==> src/rtl/pagewin_pkg.sv <==
package pagewin_pkg;
  typedef enum logic [1:0] {
    SEL_BASE_LO = 2'd0,
    SEL_BASE_HI = 2'd1,
    SEL_SEC_LO  = 2'd2,
    SEL_SEC_HI  = 2'd3
  } wsel_e;
endpackage

==> src/rtl/pagewin_regs.sv <==
module pagewin_regs #(
  parameter int PAGE_W    = 12,
  parameter int DATA_W    = 8,
  parameter bit USE_ADDER = 1'b1
) (
  input  logic              clk,
  input  logic              rst_n,
  input  logic              wr_en,
  input  logic [1:0]        wr_sel,
  input  logic [DATA_W-1:0] wr_data,
  output logic [PAGE_W-1:0] base_q,
  output logic [PAGE_W-1:0] sec_q,
  output logic              base_commit,
  output logic              sec_commit
);
  import pagewin_pkg::*;
  localparam int HI_W = PAGE_W - DATA_W;

  logic [DATA_W-1:0] base_lo;

  // Event wires for the checker.
  assign base_commit = wr_en && (wr_sel == SEL_BASE_HI);

  always_ff @(posedge clk or negedge rst_n) begin
    if (!rst_n) begin
      base_lo <= '0;
      base_q  <= '0;
    end else if (wr_en) begin
      if (wr_sel == SEL_BASE_LO) base_lo <= wr_data;
      if (base_commit)           base_q  <= {wr_data[HI_W-1:0], base_lo};
    end
  end

  generate
    if (USE_ADDER) begin : g_no_sec
      assign sec_q      = '0;
      assign sec_commit = 1'b0;
    end else begin : g_sec
      logic [DATA_W-1:0] sec_lo;
      logic [PAGE_W-1:0] sec_r;
      assign sec_commit = wr_en && (wr_sel == SEL_SEC_HI);
      always_ff @(posedge clk or negedge rst_n) begin
        if (!rst_n) begin
          sec_lo <= '0;
          sec_r  <= '0;
        end else if (wr_en) begin
          if (wr_sel == SEL_SEC_LO) sec_lo <= wr_data;
          if (sec_commit)           sec_r  <= {wr_data[HI_W-1:0], sec_lo};
        end
      end
      assign sec_q = sec_r;
    end
  endgenerate
endmodule

==> src/rtl/pagewin_decode.sv <==
module pagewin_decode #(
  parameter int AW       = 16,
  parameter int OFF_W    = 8,
  parameter int WIN_PAGE = 'h20
) (
  input  logic [AW-1:0] cpu_addr,
  output logic          win_hit,
  output logic          win_upper
);
  localparam int PG_W = AW - OFF_W;
  localparam logic [PG_W-1:0] WIN_PG = PG_W'(WIN_PAGE);

  logic [PG_W-1:0] cpu_page;
  assign cpu_page  = cpu_addr[AW-1:OFF_W];
  // The window is an aligned pair: compare all page bits except the lowest.
  assign win_hit   = (cpu_page[PG_W-1:1] == WIN_PG[PG_W-1:1]);
  assign win_upper = cpu_page[0];
endmodule

==> src/rtl/pagewin_xlate.sv <==
module pagewin_xlate #(
  parameter int AW        = 16,
  parameter int OFF_W     = 8,
  parameter int PAGE_W    = 12,
  parameter bit USE_ADDER = 1'b1
) (
  input  logic [AW-1:0]           cpu_addr,
  input  logic                    win_hit,
  input  logic                    win_upper,
  input  logic [PAGE_W-1:0]       base_q,
  input  logic [PAGE_W-1:0]       sec_q,
  output logic [PAGE_W+OFF_W-1:0] phys_addr
);
  localparam int PA_W = PAGE_W + OFF_W;

  function automatic logic [PAGE_W-1:0] succ_page(input logic [PAGE_W-1:0] p);
    return p + 1'b1;
  endfunction

  function automatic logic [PA_W-1:0] join_addr(input logic [PAGE_W-1:0] pg,
                                                 input logic [OFF_W-1:0]  off);
    return {pg, off};
  endfunction

  logic [PAGE_W-1:0] upper_page;
  logic [PAGE_W-1:0] win_page;

  assign upper_page = USE_ADDER ? succ_page(base_q) : sec_q;
  assign win_page   = win_upper ? upper_page : base_q;

  always_comb begin
    if (win_hit) phys_addr = join_addr(win_page, cpu_addr[OFF_W-1:0]);
    else         phys_addr = PA_W'(cpu_addr);
  end
endmodule

==> src/rtl/pagewin_mapper.sv <==
module pagewin_mapper #(
  parameter int AW        = 16,
  parameter int OFF_W     = 8,
  parameter int PAGE_W    = 12,
  parameter int DATA_W    = 8,
  parameter int WIN_PAGE  = 'h20,
  parameter bit USE_ADDER = 1'b1
) (
  input  logic                    clk,
  input  logic                    rst_n,
  input  logic                    wr_en,
  input  logic [1:0]              wr_sel,
  input  logic [DATA_W-1:0]       wr_data,
  input  logic [AW-1:0]           cpu_addr,
  output logic [PAGE_W+OFF_W-1:0] phys_addr
);
  logic [PAGE_W-1:0] base_q;
  logic [PAGE_W-1:0] sec_q;
  logic              base_commit;
  logic              sec_commit;
  logic              win_hit;
  logic              win_upper;

  pagewin_regs #(.PAGE_W(PAGE_W), .DATA_W(DATA_W), .USE_ADDER(USE_ADDER)) u_regs (
    .clk(clk), .rst_n(rst_n), .wr_en(wr_en), .wr_sel(wr_sel), .wr_data(wr_data),
    .base_q(base_q), .sec_q(sec_q), .base_commit(base_commit), .sec_commit(sec_commit)
  );

  pagewin_decode #(.AW(AW), .OFF_W(OFF_W), .WIN_PAGE(WIN_PAGE)) u_dec (
    .cpu_addr(cpu_addr), .win_hit(win_hit), .win_upper(win_upper)
  );

  pagewin_xlate #(.AW(AW), .OFF_W(OFF_W), .PAGE_W(PAGE_W), .USE_ADDER(USE_ADDER)) u_xl (
    .cpu_addr(cpu_addr), .win_hit(win_hit), .win_upper(win_upper),
    .base_q(base_q), .sec_q(sec_q), .phys_addr(phys_addr)
  );
endmodule

==> config.mk <==
export PLATFORM = sky130hd
export DESIGN_NAME = pagewin_mapper
export DESIGN_NICKNAME = d
export VERILOG_FILES = /design/src/rtl/pagewin_pkg.sv /design/src/rtl/pagewin_regs.sv /design/src/rtl/pagewin_decode.sv /design/src/rtl/pagewin_xlate.sv /design/src/rtl/pagewin_mapper.sv
export SDC_FILE = /design/constraint.sdc
export NUM_CORES = 1
export LEC_CHECK = 0
export CAP_MARGIN = 20
export CORE_MARGIN = 3
export CORE_UTILIZATION = 46
export DETAILED_ROUTE_END_ITERATION = 8
export GPL_ROUTABILITY_DRIVEN = 0
export PLACE_DENSITY = 0.84
export SYNTH_ARGS = -nofsm -noshare
export SYNTH_HDL_FRONTEND = slang
export SYNTH_SLANG_ARGS = --single-unit
==> constraint.sdc <==
create_clock -name clk -period 5.42 [get_ports clk]
set_clock_uncertainty 0.15 [all_clocks]
set_input_delay 1.084 -clock clk [delete_from_list [all_inputs] [get_ports clk]]
set_output_delay 1.084 -clock clk [all_outputs]
set_load 0.01 [all_outputs]
* After elaboration in Yosys (flattened, before gate mapping) *
Cells that the tools add are included.

word-level totals
  output and inout port bits = 20
  memory bits (writable) = 0
  bits in latches = 0
  input bits = 29
  memories kept = 0
  bits in registers = 20
  ROM bits = 0
  word-level logic and storage cells = 11

operators by class
  multiplexer cells = 2
  divide/modulo/power cells = 0
  reductions and logical operators = 4
  equal/unequal tests = 2
  multipliers = 0
  shift-type cells = 0
  add/sub/neg operators = 1
  bitwise operators = 0
  magnitude comparators = 0

operator list
  kind                     number
  $mux W20                 1
  $add A12 B1 Y12 const B  1
  $mux W12                 1
  $eq A7 B5 Y1 const B     1
  $reduce_and A2 Y1        2
  $eq A2 B1 Y1 const B     1
  $logic_not A2 Y1         1
  $logic_and A1 B1 Y1      1

* Longest topological paths before layout *
Gate-level depths: netlist of run 1.

  depth in word-level cells = 3
  mapped depth = 4
  gate-level depth less buffers = 4

* Hierarchy *
A second synthesis of run 1 with hierarchy kept.

second synthesis, totals
  cell total of the unflattened synthesis = 123
  area, all modules = 1,318.8 µm²

by module, submodules not included
  module          cells each  area an instance (µm²)  seq. area each (µm²)  instances
  pagewin_regs    58          877.1                   500.5                 1
  pagewin_xlate   62          411.6                   0.0                   1
  pagewin_decode  3           30.0                    0.0                   1

* Least setup slack after synthesis of run 1 *
No wires, ideal clock.

  path type = in2out
  start = input cpu_addr[8]
  end = output phys_addr[19]
  data required time = 4.186 ns
  stages = 4
  arrival time = 2.161 ns
  buffers on the path = 1
  slack = 2.025 ns
  cell sequence = buf_2 > nand4_4 > or4_1 > a21oi_1

between the ends
  word-level cells in the longest chain between the ends = 2

RTL lines
  element          line                  text
  start, declared  pagewin_mapper.sv:14  input logic [AW-1:0] cpu_addr,
  $mux W12         pagewin_xlate.sv:29   assign win_page = win_upper ? upper_page : base_q;
  $mux W20         pagewin_xlate.sv:32   if (win_hit) phys_addr = join_addr(win_page, cpu_addr[OFF_W-1:0]);
  end, declared    pagewin_mapper.sv:15  output logic [PAGE_W+OFF_W-1:0] phys_addr

No other way between the ends.

* Final worst setup path of run 1 *
  start = input cpu_addr[8]
  end = output phys_addr[16]

Same word-level chain as after synthesis.

==> impl_results.md, run 1 <==
* Required time worst endpoint at 4.19 ns
* DRT iter0 DRCs at 31
* Maximum clock frequency at 221.9 MHz
* Vias/cell at 6.052
* Most used routing layer: met2
* R2r endpoint: u_regs.base_q[0]$_DFFE_PN0P_
* Sequential area share after synthesis at 0.4206
* CP Capture Type: output pin
* Leak pwr at 0.0005588 uW
* MaxCap Viol Count at 0
* Worst setup SP type: input port
* H-tree levels at 1
* Wirelength, routed at 2714 um
* PostCTS Resize Cnt at 0
* Power Density at 274.4 nW/um^2
* Relative slew margins at 0.4185
* Number of distinct library cells after synthesis at 30
* Hold Crit Class: reg2reg
* Setup total negative slack at 0 ns
* Die area at 3233 um^2
* Initial antenna violation count at 0
* CTS buffer count at 3
* Reg clk slew, reported paths at 0.10 ns
* Drt drc at 0
* Overall Power at 411.0 uW
* Final worst path period share at 0.8316
* Clock Latency Late Sink at 0.30 ns
* WL per Instance at 17.74 um
* Warnings, synthesis at 0
* Crit-path max FO at 6
* Reg2reg path depth at 1
* Setup bufs post-CTS at 0
* Syn Std Cell Area at 1190 um^2
* Commonest non-fill, non-tap cells in the layout: clkdlybuf4s50_1, mux2_2, dfrtp_1, nand2_1
* Multi-input logic area at 619.3 um^2
* Actual slew at the worst max-slew pin at 0.8696 ns
* Die Width at 56.86 um
* Worst EP arrival at 3.27 ns
* Port bufs at 32
* Final setup viols at 0
* Worst hold slack at 0.3629 ns
* Mapped Cells at 100
* Overall Global Routing Usage at 0.1748
* WS Path Type: in2out
* Share of layout cells above drive strength 1 at 0.2240
* Core Footprint at 2340 um^2
* Total gr overflow at 0
* Filler cells at 204
* Status: complete, no violations
* Hold Fails Final Rpt at 0
* Nets@finish at 157
* DIE HEIGHT at 56.86 um
* Hold Buf Count CTS at 0
* # rows at 17
* Post-DRT Antenna Nets at 0
* Clock buffer depth at 2
* Flop and latch count out of synthesis at 20
* Overall via count from detail_route at 926
* M2 GR Usage at 0.2937
* CTS tree: built
* RSZ-0062 raised after global routing: false
* Clk sinks at 20
* Syn avg cell area at 11.90 um^2
* Worst VDD drop at 0.0002481 V
* Global-route wire length before repair at 4402 um
* Worst setup path start: cpu_addr[8]
* Num ports at 49
* Worst r2r src: u_regs.base_q[0]$_DFFE_PN0P_
* Drt pass-1 iters at 4
* Post-synth net total at 130
* Root Buffer: clkbuf_4
* Commonest non-fill, non-tap cell in the layout: clkdlybuf4s50_1
* Min cycle time layout at 4.507 ns
* Initial core utilization at 0.5086
* Syn-to-layout area delta at 25.87%
* Critical path endpoint: phys_addr[16]
* Met1 Use GR at 0.2054
* Met3 GRT Util at 0.04138
* Largest net degree at the start of global routing at 21
* FF/Latch Area at 500.5 um^2
* Worst-case register-to-register setup slack at 4.40 ns
* Fin. max-slew vios at 0
* Vias in the first global route at 964
* Antenna cells at 0
* Final HPWL from detailed placement at 2078 um
report_power, final:
part | switching, uW | leakage, uW | internal, uW
sequential | 46.4 | 0.000238 | 185
combinational | 44.7 | 0.000307 | 65.5
clock | 43.6 | 0.0000138 | 26.0
total | 135 | 0.000559 | 276
cells by family (layout without fill, tap and decap cells):
family                   count (synthesis)  count (layout)  share of synthesized area
multiplexers                            21              21                     0.1977
adder cells (fa/ha/maj)                  1               1                    0.01051
buffers and inverters                   10              35                    0.05889
XOR/XNOR                                 4               4                    0.02945
AO/OA/AOI/OAI                           18              18                     0.1157
AND/OR/NAND/NOR                         26              26                     0.1672
flip-flops                              20              20                     0.4206
critical path, cell delays in order:
cell and delay (ns):
clkdlybuf4s50_1 0.64, nand3_2 0.20, or4_1 0.56, a21oi_1 0.20, clkdlybuf4s50_1 0.58
cell type report:
cell class | count | area share
well taps | 28 | 0.02339
repair buffers | 32 | 0.2139
multi-input cells | 70 | 0.4135
clock buffers | 3 | 0.01504
flip-flops and latches | 20 | 0.3342
stage by stage:
step                worst slack [ns]  cells    util  instance area (um^2)
floorplan                      2.025    100       -                  1190
global placement              0.9931    150  0.6305                  1475
detailed placement            0.9449    150  0.6305                  1475
CTS                           0.9267    153  0.6401                  1498
global route                  0.8524    153  0.6401                  1498
finish                        0.9127    153  0.6401                  1498
how the worst min path moves through the flow:
stage	start	to	slack [ns]	depth (start not counted)
floorplan	u_regs.base_lo[3]$_DFFE_PN0P_	u_regs.base_q[3]$_DFFE_PN0P_	0.33	1
global placement	u_regs.base_lo[7]$_DFFE_PN0P_	u_regs.base_q[7]$_DFFE_PN0P_	0.33	1
detailed placement	u_regs.base_lo[6]$_DFFE_PN0P_	u_regs.base_lo[6]$_DFFE_PN0P_	0.34	1
CTS	u_regs.base_lo[6]$_DFFE_PN0P_	u_regs.base_lo[6]$_DFFE_PN0P_	0.37	1
global route	u_regs.base_lo[7]$_DFFE_PN0P_	u_regs.base_q[7]$_DFFE_PN0P_	0.38	1
finish	u_regs.base_lo[7]$_DFFE_PN0P_	u_regs.base_q[7]$_DFFE_PN0P_	0.36	1
synthesized netlist by cell type:
cell,number,share of area
o31a_1,1,0.0074
nor4_1,1,0.0053
nor4b_1,1,0.0074
xnor2_1,1,0.0074
nand4_1,3,0.016
nand3b_1,1,0.0063
or4_1,4,0.025
nand4_2,1,0.011
xor2_1,3,0.022
mux2i_1,1,0.0084
nand3_2,1,0.0084
nor3b_2,1,0.011
o21bai_1,4,0.025
buf_2,2,0.0084
o2111a_1,1,0.0095
nand2_1,5,0.016
nor3_1,3,0.013
a21oi_1,4,0.017
ha_1,1,0.011
o21a_1,1,0.0063
buf_4,8,0.050
o31ai_1,4,0.025
o211a_1,1,0.0084
nor2_1,1,0.0032
nor4b_4,1,0.020
a311o_1,2,0.017
dfrtp_1,20,0.42
mux2_2,20,0.19
nand4_4,1,0.018
nand3_1,2,0.0084
registers in the layout, indices dropped and copies added, names as in the netlist:
name,flops
u_regs.base_q,12
u_regs.base_lo,8
per-layer routing:
metal | routed length [um] | vias up
li1 | - | 433
met1 | 1040 | 438
met2 | 1354 | 46
met3 | 260 | 9
met4 | 58 | 0
met5 | 0 | -
Power figures use the tool's default switching activity.
==> run 2, diff against run 1 <==
- CORE_UTILIZATION: 46 -> 42
- PLACE_DENSITY: 0.84 -> 0.78
- clock period: 5.42 -> 4.46 ns (I/O delays scaled with it)
==> run 2 against run 1 <==
  * Non-clock buffer count unchanged
  * Cell count increased by 1.3%
  * Via count decreased by 0.65%
  * Combinational power increased by 19%
  * Sequential share of layout area decreased by 0.056 points
  * Total power increased by 20%
  * Critical path depth unchanged
  * Critical endpoint is now phys_addr[13]
==> impl_results.md, run 2 (synthesis results as in run 1) <==
* Die Width at 59.23 um
* Hold Fails Final Rpt at 0
* WS Path Type: in2out
* Hold Crit Class: reg2reg
* Num ports at 49
* Finished Core Util at 0.5792
* Drt drc at 0
* Drt pass-1 iters at 4
* Reg clk slew, reported paths at 0.10 ns
* Power Density at 328.2 nW/um^2
* Worst EP arrival at 3.02 ns
* Worst path cell trace: clkdlybuf4s50_1 -> nor3_1 -> nand2_1 -> o31a_1 -> clkdlybuf4s50_1
* DIE HEIGHT at 59.23 um
* Syn-to-layout area delta at 26.08%
* Crit-path max FO at 9
* CTS buffer count at 3
* Worst r2r src: u_regs.base_q[2]$_DFFE_PN0P_
* Final HPWL from detailed placement at 1991 um
* Core Footprint at 2590 um^2
* Hold Buf Count CTS at 0
* Max reg flops at 12
* Largest net degree at the start of global routing at 21
* Setup total negative slack at 0 ns
* Share of layout cells above drive strength 1 at 0.2240
* Initial core utilization at 0.4594
* Relative slew margins at 0.4215
* Antenna cells at 0
* Required time worst endpoint at 3.42 ns
* Total gr overflow at 0
* CTS tree: built
* PostCTS Resize Cnt at 0
* Post-DRT Antenna Nets at 0
* Final setup viols at 0
* Largest registers: u_regs.base_q (12), u_regs.base_lo (8)
* H-tree levels at 1
* Fin. max-slew vios at 0
* DRT iter0 DRCs at 28
* Clock Latency Late Sink at 0.29 ns
* Min cycle time layout at 4.066 ns
* WL per Instance at 16.21 um
* Overall Power at 492.4 uW
* # rows at 18
* Setup bufs post-CTS at 0
* Worst stage delay on the critical path at 0.48 ns
* Slowest-stage cell, CP: clkdlybuf4s50_1
* RSZ-0062 raised after global routing: false
* Multi-input logic area at 619.3 um^2
* Wirelength, routed at 2512 um
* Overall via count from detail_route at 920
* Status: complete, no violations
* Vias/cell at 5.935
* Leak pwr at 0.0005588 uW
* Commonest non-fill, non-tap cell in the layout: clkdlybuf4s50_1
* Die area at 3508 um^2
* Final worst path period share at 0.9117
* HP Start: u_regs.base_lo[1]$_DFFE_PN0P_
* Nets@finish at 157
* CP most frequent cell: clkdlybuf4s50_1
* Clk sinks at 20
* Filler cells at 214
* Maximum clock frequency at 245.9 MHz
* Overall Global Routing Usage at 0.1524
* Commonest non-fill, non-tap cells in the layout: clkdlybuf4s50_1, mux2_2, dfrtp_1, nand2_1
* Vias in the first global route at 871
* Global-route wire length before repair at 4029 um
* Worst setup SP type: input port
* Initial antenna violation count at 0
* Worst VDD drop at 0.0002757 V
* CP Capture Type: output pin
* Worst setup path start: cpu_addr[9]
* Largest Register: u_regs.base_q
* Root Buffer: clkbuf_4
* Actual slew at the worst max-slew pin at 0.8650 ns
* MaxCap Viol Count at 0
* Clock buffer depth at 2
* Port bufs at 32
* FF/Latch Area at 500.5 um^2
run 2: path summary, 6_finish.rpt:
path,end,slack (ns),cells after the start
worst max-delay path,phys_addr[13],0.39,5
worst min-delay path,u_regs.base_lo[1]$_DFFE_PN0P_,0.36,1
worst max register to register,u_regs.base_q[2]$_DFFE_PN0P_,3.43,1
worst min register to register,u_regs.base_lo[1]$_DFFE_PN0P_,0.36,1
max in group asynchronous,u_regs.base_q[0]$_DFFE_PN0P_,2.69,1
min in group asynchronous,u_regs.base_lo[5]$_DFFE_PN0P_,0.93,1
run 2: worst max-delay path: cells and delay by family:
kind | cells | cell delay (ns)
AND/OR/NAND/NOR | 2 | 0.81
buffers and inverters | 2 | 0.96
AO/OA/AOI/OAI | 1 | 0.37
run 2: layout make-up:
cell class | count | area share
multi-input combinational | 70 | 0.4128
sequential | 20 | 0.3336
timing repair buffer | 32 | 0.2135
tap | 30 | 0.02502
clock buffer | 3 | 0.01501
run 2: metal layers:
layer | wire, um | GRT usage | part of all wire
met1 | 1071 | 0.2107 | 0.43
met2 | 1174 | 0.2278 | 0.47
met3 | 217 | 0.02397 | 0.086
met4 | 49 | 0.08091 | 0.020
met5 | 0 | 0 | 0
run 2: report_power, final:
group / internal [uW] / total (uW) / switching [uW]
Clock: 31.4 / 80.3 / 48.9
Sequential: 225 / 281 / 56.9
Combinational: 79.4 / 131 / 51.3
Total: 335 / 492 / 157
run 2: through the flow:
step                std cells  hold WS, ns  setup WS [ns]  instance area (um^2)
floorplan                 100       0.3266          1.449                  1190
finish                    155       0.3638         0.3937                  1500
detailed placement        152       0.3435         0.4058                  1478
global route              155       0.3891         0.3036                  1500
CTS                       155       0.3699         0.4084                  1500
global placement          152       0.3338         0.4239                  1478
